==> config.mk <==
export PLATFORM = sky130hd
export DESIGN_NAME = msg_fetch_ctrl
export DESIGN_NICKNAME = d
export VERILOG_FILES = /design/src/rtl/msg_fetch_pkg.sv /design/src/rtl/msg_start_catch.sv /design/src/rtl/msg_rom_access.sv /design/src/rtl/msg_fetch_ctrl.sv
export SDC_FILE = /design/constraint.sdc
export NUM_CORES = 1
export LEC_CHECK = 0
export BUFFER_PORTS_ARGS = -buffer_cell sky130_fd_sc_hd__buf_4
export CAP_MARGIN = 20
export CORE_UTILIZATION = 63
export DETAILED_ROUTE_END_ITERATION = 7
export MAX_ROUTING_LAYER = met4
export PLACE_DENSITY = 0.85
export SETUP_SLACK_MARGIN = 0.05
export SYNTH_ARGS = -nofsm -noshare
export SYNTH_HDL_FRONTEND = slang
export SYNTH_SLANG_ARGS = --single-unit
==> constraint.sdc <==
create_clock -name clk -period 2.6 [get_ports clk]
set_input_delay 0.26 -clock clk [delete_from_list [all_inputs] [get_ports clk]]
set_output_delay 0.26 -clock clk [all_outputs]
set_load 0.05 [all_outputs]
==> src/rtl/msg_fetch_pkg.sv <==
package msg_fetch_pkg;
  typedef enum logic [2:0] {
    FS_IDLE,
    FS_DIR_LO,
    FS_DIR_HI,
    FS_CMD,
    FS_DATA,
    FS_HOLD
  } fetch_st_t;
endpackage

==> src/rtl/msg_start_catch.sv <==
module msg_start_catch #(
  parameter int DW = 8
) (
  input  logic          clk,
  input  logic          rst,
  input  logic          start,
  input  logic          sel_n,
  input  logic          armed,
  input  logic [DW-1:0] code_in,
  output logic          fire,
  output logic [DW-1:0] code_q
);
  logic start_q;

  assign fire = start & ~start_q & ~sel_n & armed;

  always_ff @(posedge clk) begin
    if (rst) begin
      start_q <= 1'b0;
      code_q  <= '0;
    end else begin
      start_q <= start;
      if (fire) code_q <= code_in;
    end
  end

  // code cannot move while a message is in progress
  a_r3_code_frozen: assert property (@(posedge clk) disable iff (rst)
    (!armed && $past(!armed)) |-> $stable(code_q));
endmodule

==> src/rtl/msg_rom_access.sv <==
module msg_rom_access #(
  parameter int AW     = 17,
  parameter int LOW_W  = 9,
  parameter int DW     = 8,
  parameter int T_ALE  = 2,
  parameter int T_HOLD = 2,
  parameter int T_AEN  = 9,
  parameter int T_CYC  = 24
) (
  input  logic             clk,
  input  logic             rst,
  input  logic             go,
  input  logic [AW-1:0]    addr,
  input  logic [DW-1:0]    bus_in,
  output logic             active,
  output logic             done,
  output logic [DW-1:0]    rdata,
  output logic [LOW_W-1:0] addr_lo,
  output logic [AW-LOW_W-1:0] hi_out,
  output logic             hi_oe,
  output logic             ale,
  output logic             aen_n
);
  localparam int CW = $clog2(T_CYC + 1);
  localparam int RW = $clog2(T_AEN + 2);
  localparam logic [CW-1:0] ALE_LAST  = CW'(T_ALE - 1);
  localparam logic [CW-1:0] OE_LAST   = CW'(T_ALE + T_HOLD - 1);
  localparam logic [CW-1:0] AEN_FIRST = CW'(T_ALE + T_HOLD);
  localparam logic [CW-1:0] AEN_LAST  = CW'(T_ALE + T_HOLD + T_AEN - 1);
  localparam logic [CW-1:0] PH_LAST   = CW'(T_CYC - 1);
  localparam logic [RW-1:0] AEN_LEN   = RW'(T_AEN);

  logic [CW-1:0] cnt, p_nxt;
  logic [AW-1:0] addr_q, a_nxt;
  logic          load;

  always_comb begin
    p_nxt = active ? cnt + CW'(1) : '0;
    a_nxt = active ? addr_q : addr;
    load  = active ? (cnt != PH_LAST) : go;
  end

  always_ff @(posedge clk) begin
    if (rst) begin
      active  <= 1'b0;
      done    <= 1'b0;
      cnt     <= '0;
      addr_q  <= '0;
      rdata   <= '0;
      addr_lo <= '0;
      hi_out  <= '0;
      hi_oe   <= 1'b0;
      ale     <= 1'b0;
      aen_n   <= 1'b1;
    end else begin
      done <= active && (cnt == PH_LAST);
      if (active && cnt == AEN_LAST) rdata <= bus_in;
      if (load) begin
        active  <= 1'b1;
        cnt     <= p_nxt;
        addr_q  <= a_nxt;
        addr_lo <= a_nxt[LOW_W-1:0];
        hi_oe   <= (p_nxt <= OE_LAST);
        hi_out  <= (p_nxt <= OE_LAST) ? a_nxt[AW-1:LOW_W] : '0;
        ale     <= (p_nxt <= ALE_LAST);
        aen_n   <= !((p_nxt >= AEN_FIRST) && (p_nxt <= AEN_LAST));
      end else begin
        active <= 1'b0;
        cnt    <= '0;
        hi_oe  <= 1'b0;
        hi_out <= '0;
        ale    <= 1'b0;
        aen_n  <= 1'b1;
      end
    end
  end

  logic [RW-1:0] aen_run;
  always_ff @(posedge clk) begin
    if (rst) aen_run <= '0;
    else     aen_run <= aen_n ? '0 : aen_run + RW'(1);
  end

  // strobe lasts two clocks
  a_r5_ale_two: assert property (@(posedge clk) disable iff (rst)
    $rose(ale) |=> ale ##1 !ale);
  // high byte held two clocks past the strobe's falling edge
  a_r5_hi_hold: assert property (@(posedge clk) disable iff (rst)
    $fell(ale) |-> hi_oe ##1 hi_oe ##1 !hi_oe);
  // shared port never driven inside the read window
  a_r5_no_contention: assert property (@(posedge clk) disable iff (rst)
    !aen_n |-> !hi_oe);
  // read window width
  a_r5_aen_width: assert property (@(posedge clk) disable iff (rst)
    $rose(aen_n) |-> (aen_run == AEN_LEN));
  // high byte steady while driven
  a_r4_hi_stable: assert property (@(posedge clk) disable iff (rst)
    (hi_oe && $past(hi_oe)) |-> $stable(hi_out));
endmodule

==> src/rtl/msg_fetch_ctrl.sv <==
module msg_fetch_ctrl #(
  parameter int             AW       = 17,
  parameter int             LOW_W    = 9,
  parameter int             DW       = 8,
  parameter logic [16:0]    DIR_BASE = 17'h00000,
  parameter int             T_ALE    = 2,
  parameter int             T_HOLD   = 2,
  parameter int             T_AEN    = 9,
  parameter int             T_CYC    = 24
) (
  input  logic             clk,
  input  logic             rst,
  input  logic             sel_n,
  input  logic             start,
  input  logic [DW-1:0]    msg_code,
  output logic             busy_n,
  output logic             dir_flag,
  output logic [LOW_W-1:0] rom_addr_lo,
  output logic [DW-1:0]    rom_hi_out,
  output logic             rom_hi_oe,
  input  logic [DW-1:0]    rom_data_in,
  output logic             ale,
  output logic             aen_n,
  output logic             m_valid,
  output logic [DW-1:0]    m_data,
  input  logic             m_ready
);
  import msg_fetch_pkg::*;

  fetch_st_t     st, ret;
  logic          fire, go, issued, acc_busy, acc_done;
  logic [DW-1:0] code_q, rd, lo_b, remain;
  logic [AW-1:0] ptr, dir_addr, acc_addr;

  msg_start_catch #(.DW(DW)) u_start (
    .clk(clk), .rst(rst), .start(start), .sel_n(sel_n),
    .armed(st == FS_IDLE), .code_in(msg_code),
    .fire(fire), .code_q(code_q)
  );

  always_comb begin
    dir_addr = AW'(DIR_BASE) + AW'({code_q, 1'b0});
    case (st)
      FS_DIR_LO: acc_addr = dir_addr;
      FS_DIR_HI: acc_addr = dir_addr + AW'(1);
      default:   acc_addr = ptr;
    endcase
  end

  msg_rom_access #(
    .AW(AW), .LOW_W(LOW_W), .DW(DW),
    .T_ALE(T_ALE), .T_HOLD(T_HOLD), .T_AEN(T_AEN), .T_CYC(T_CYC)
  ) u_acc (
    .clk(clk), .rst(rst), .go(go), .addr(acc_addr), .bus_in(rom_data_in),
    .active(acc_busy), .done(acc_done), .rdata(rd),
    .addr_lo(rom_addr_lo), .hi_out(rom_hi_out), .hi_oe(rom_hi_oe),
    .ale(ale), .aen_n(aen_n)
  );

  always_ff @(posedge clk) begin
    if (rst) begin
      st       <= FS_IDLE;
      ret      <= FS_CMD;
      busy_n   <= 1'b1;
      dir_flag <= 1'b0;
      go       <= 1'b0;
      issued   <= 1'b0;
      ptr      <= '0;
      lo_b     <= '0;
      remain   <= '0;
      m_valid  <= 1'b0;
      m_data   <= '0;
    end else begin
      go <= 1'b0;
      case (st)
        FS_IDLE: if (fire) begin
          st       <= FS_DIR_LO;
          busy_n   <= 1'b0;
          dir_flag <= 1'b1;
        end
        FS_HOLD: if (m_ready) begin
          m_valid <= 1'b0;
          st      <= ret;
        end
        default: begin
          if (!issued && !acc_busy && !acc_done) begin
            go     <= 1'b1;
            issued <= 1'b1;
          end
          if (acc_done) begin
            issued <= 1'b0;
            case (st)
              FS_DIR_LO: begin
                lo_b <= rd;
                st   <= FS_DIR_HI;
              end
              FS_DIR_HI: begin
                ptr      <= {rd[0], rd[DW-1:1], lo_b, 1'b0};
                dir_flag <= 1'b0;
                st       <= FS_CMD;
              end
              FS_CMD: begin
                if (rd == '0) begin
                  busy_n <= 1'b1;
                  st     <= FS_IDLE;
                end else begin
                  m_data  <= rd;
                  m_valid <= 1'b1;
                  remain  <= rd;
                  ptr     <= ptr + AW'(1);
                  ret     <= FS_DATA;
                  st      <= FS_HOLD;
                end
              end
              default: begin
                m_data  <= rd;
                m_valid <= 1'b1;
                remain  <= remain - DW'(1);
                ptr     <= ptr + AW'(1);
                ret     <= (remain == DW'(1)) ? FS_CMD : FS_DATA;
                st      <= FS_HOLD;
              end
            endcase
          end
        end
      endcase
    end
  end

  // a byte not taken stays put
  a_r10_hold_stable: assert property (@(posedge clk) disable iff (rst)
    (m_valid && !m_ready) |=> (m_valid && $stable(m_data)));
  // no ROM traffic while a byte waits
  a_r10_no_fetch_held: assert property (@(posedge clk) disable iff (rst)
    m_valid |-> (aen_n && !rom_hi_oe));
  // nothing streams when not busy
  a_r9_idle_quiet: assert property (@(posedge clk) disable iff (rst)
    busy_n |-> !m_valid);
  // directory flag only inside a message
  a_r7_dir_in_busy: assert property (@(posedge clk) disable iff (rst)
    dir_flag |-> !busy_n);
endmodule

==> flow_summary.yaml <==
pwr:
  share_comb_of_total_power_pct: 10.4
  p_clk_share_pct: 33.8
  p_per_area_nw_per_um2: 544
  vdd_ir_drop_max_v: 0.000278
  swShare_pct: 28.4
  p_leak_uw: 0.00205
  internal_power_uw: 2110
  seqPwrFrac_pct: 55.8
  p_sw_uw: 836
detailed_routing:
  wl_per_cell_um: 15.6
  drc_errors: 0
  drt-initial-drc-count: 379
  viasPerCell: 6.10
  detail_route.wirelength_mm: 11.3
  ant_nets: 0
  routed-via-count: 4410
  firstDrtPassIters: 5
clocking:
  post_cts_buffers: 0
  post_cts_resized: 0
  htreeDepth: 3
  path_clk_slew_ns: 0.11
  hold_buffers: 0
  cts_tree: "yes"
  numCtsBuffers: 9
  clk_latency_ns: 0.37
  clock_sinks: 103
  cts_root_buffer: "clkbuf_8"
  clock_path_buffers: 2
synth:
  synthMuxAreaShare_pct: 4.71
  syn_nets: 623
  yosys.cell_types.count: 65
  synth_top_area_share_pct: 42.2
  synthTopCellsByArea: "dfxtp_1, a21oi_1, nand2_1"
  yosysTopAreaCell: "dfxtp_1"
  synth-xor-area-share_pct: 0.538
  synth_common_cells: "dfxtp_1, nand2_1, a21oi_1, nor2_1, o21ai_0"
  synth_top_family_by_area: "simple AND/OR/NAND/NOR gates"
  ys_seq_elements: 103
  ys.flop_type: "dfxtp_1"
  synth-compound-area-share_pct: 20.9
  synth_cells: 597
  ys_seq_area_share_pct: 42.2
  synthesis.area_um2: 4890
  synthMostInstantiatedCell: "dfxtp_1"
  synthAdderAreaFrac_pct: 1.28
  synth_edf_count: 0
  ys_warn_count: 0
  synth.avg_cell_area_um2: 8.19
  synth-simple-area-share_pct: 24.3
  async_reset_ff_share_pct: 0
global_route:
  grt_antenna_before_repair: 0
  grt_start_max_net_pins: 39
  grt_remaining_overflow: 0
  grt_pass1_wl_mm: 19.0
  grtUsageTotal_pct: 29.3
  grt_pass1_vias: 4088
place:
  io_buffer_count: 51
  place_ws_ns: 0.412
  place_hpwl_mm: 7.92
  globalplace.congestion: 0.930
sta:
  rsz0062_at_grt: "no"
  fmax_mhz: 456
  relSlewSlack_pct: 58.8
  post-route-period-util_pct: 84.4
  setup_viol: 0
  finalClockSkew_ns: 0.0109
  worst_pin_slew_ns: 0.616
  hold_viol: 0
  fin_crit_ns: 2.19
  fin_tns_setup_ns: 0
  setup_slack_ns: 0.406
  slew_violations: 0
worst_setup_path:
  worstPathRequired_ns: 2.86
  crit_fanout: 16
  critPathKind: "reg2reg"
  critPathLaunchType: "flop"
  worstSetupEndpointType: "flop"
  cp.arrival_ns: 2.46
floorplanning:
  ios: 52
  core-area_um2: 7370
  num_rows: 31
  start_util_pct: 66.3
  die_x_um: 90.1
  die_area_um2: 8110
  dieHeight_um: 90.1
finish:
  drive_above_1_share_pct: 15.1
  final_nets: 645
  area_delta_synth_final_pct: 10.6
  antenna_cells: 0
  utilization_pct: 73.3
outcome:
  status: "finished, final reports clean"
run:
  drv_cap: 0
worst_hold_path:
  worstHoldPathType: "in2reg"
## area by class of cell
type                    instances  area [µm²]
multi-input cells             436        2530
flip-flops and latches        103        2060
fillers                       590        1960
repair buffers                 61         458
clock buffers                  10         138
well taps                      99         124
clock inverters                 6        63.8
inverters                       8        30.0
## final timing paths
| path | startpoint | end | slack (ns) | cells past startpoint |
|---|---|---|---|---|
| worst max-delay path | st[0] | ret[1] | 0.41 | 5 |
| worst min-delay path | rom_data_in[2] | u_acc.rdata[2] | 0.11 | 3 |
| worst max register to register | st[0] | ret[1] | 0.41 | 5 |
| worst min register to register | issued | go | 0.44 | 1 |
## metal layers
layer / share of wire (%) / global-route usage, %
met1: 44 / 37.1
met2: 47 / 47.7
met3: 6.1 / 3.30
met4: 2.7 / 12.4
met5: 0 / -
## power groups by stage
stage	Combinational (µW)	Sequential, µW	Clock, µW
finish	307	1640	995
global route	330	1650	1080
detailed placement	306	1680	0
CTS	307	1640	1010
floorplan	227	1680	0
global placement	298	1680	0
## sequential cells by signal, summed over array words and instances (netlist names)
name / flops
u_acc.addr_q: 17
m_valid: 1
st: 3
u_acc.aen_n: 1
u_acc.rdata: 8
ret: 2
u_acc.active: 1
dir_flag: 1
lo_b: 8
u_start.code_q: 8
u_acc.done: 1
u_start.start_q: 1
issued: 1
u_acc.hi_oe: 1
u_acc.cnt: 5
remain: 8
go: 1
m_data: 8
busy_n: 1
u_acc.ale: 1
u_acc.hi_out: 8
ptr: 17
## layout by cell type, fill, tap and decap left out, drive strengths merged, types with 14 or more instances in the layout
| cell type | n |
|---|---|
| a21oi | 65 |
| and2 | 14 |
| buf | 61 |
| dfxtp | 103 |
| mux2i | 23 |
| nand2 | 81 |
| nand3 | 23 |
| nor2 | 64 |
| o21ai | 37 |
## stage by stage
| step | cells | hold WS (ns) | area, µm² | total power [µW] |
|---|---|---|---|---|
| floorplan | 597 | 0.378 | 4890 | 1910 |
| global placement | 707 | 0.427 | 5200 | 1970 |
| detailed placement | 707 | 0.431 | 5200 | 1980 |
| CTS | 723 | 0.106 | 5410 | 2960 |
| global route | 723 | 0.0993 | 5410 | 3050 |
| finish | 723 | 0.114 | 5410 | 2940 |
## critical path, cell delays in order, from the launching register on
cell and delay, ns:
dfxtp_1 0.64, nor2b_4 0.12, o21bai_1 0.23, and2_1 0.51, nand2_1 0.25, a211o_1 0.33
## cells by family after synthesis
logic type / after synthesis
AND/OR/NAND/NOR: 243
AO/OA/AOI/OAI: 162
flip-flops: 103
buffers and inverters: 58
multiplexers: 23
adder cells (fa/ha/maj): 5
XOR/XNOR: 3
Note: power is estimated with default switching activity, not from simulation.
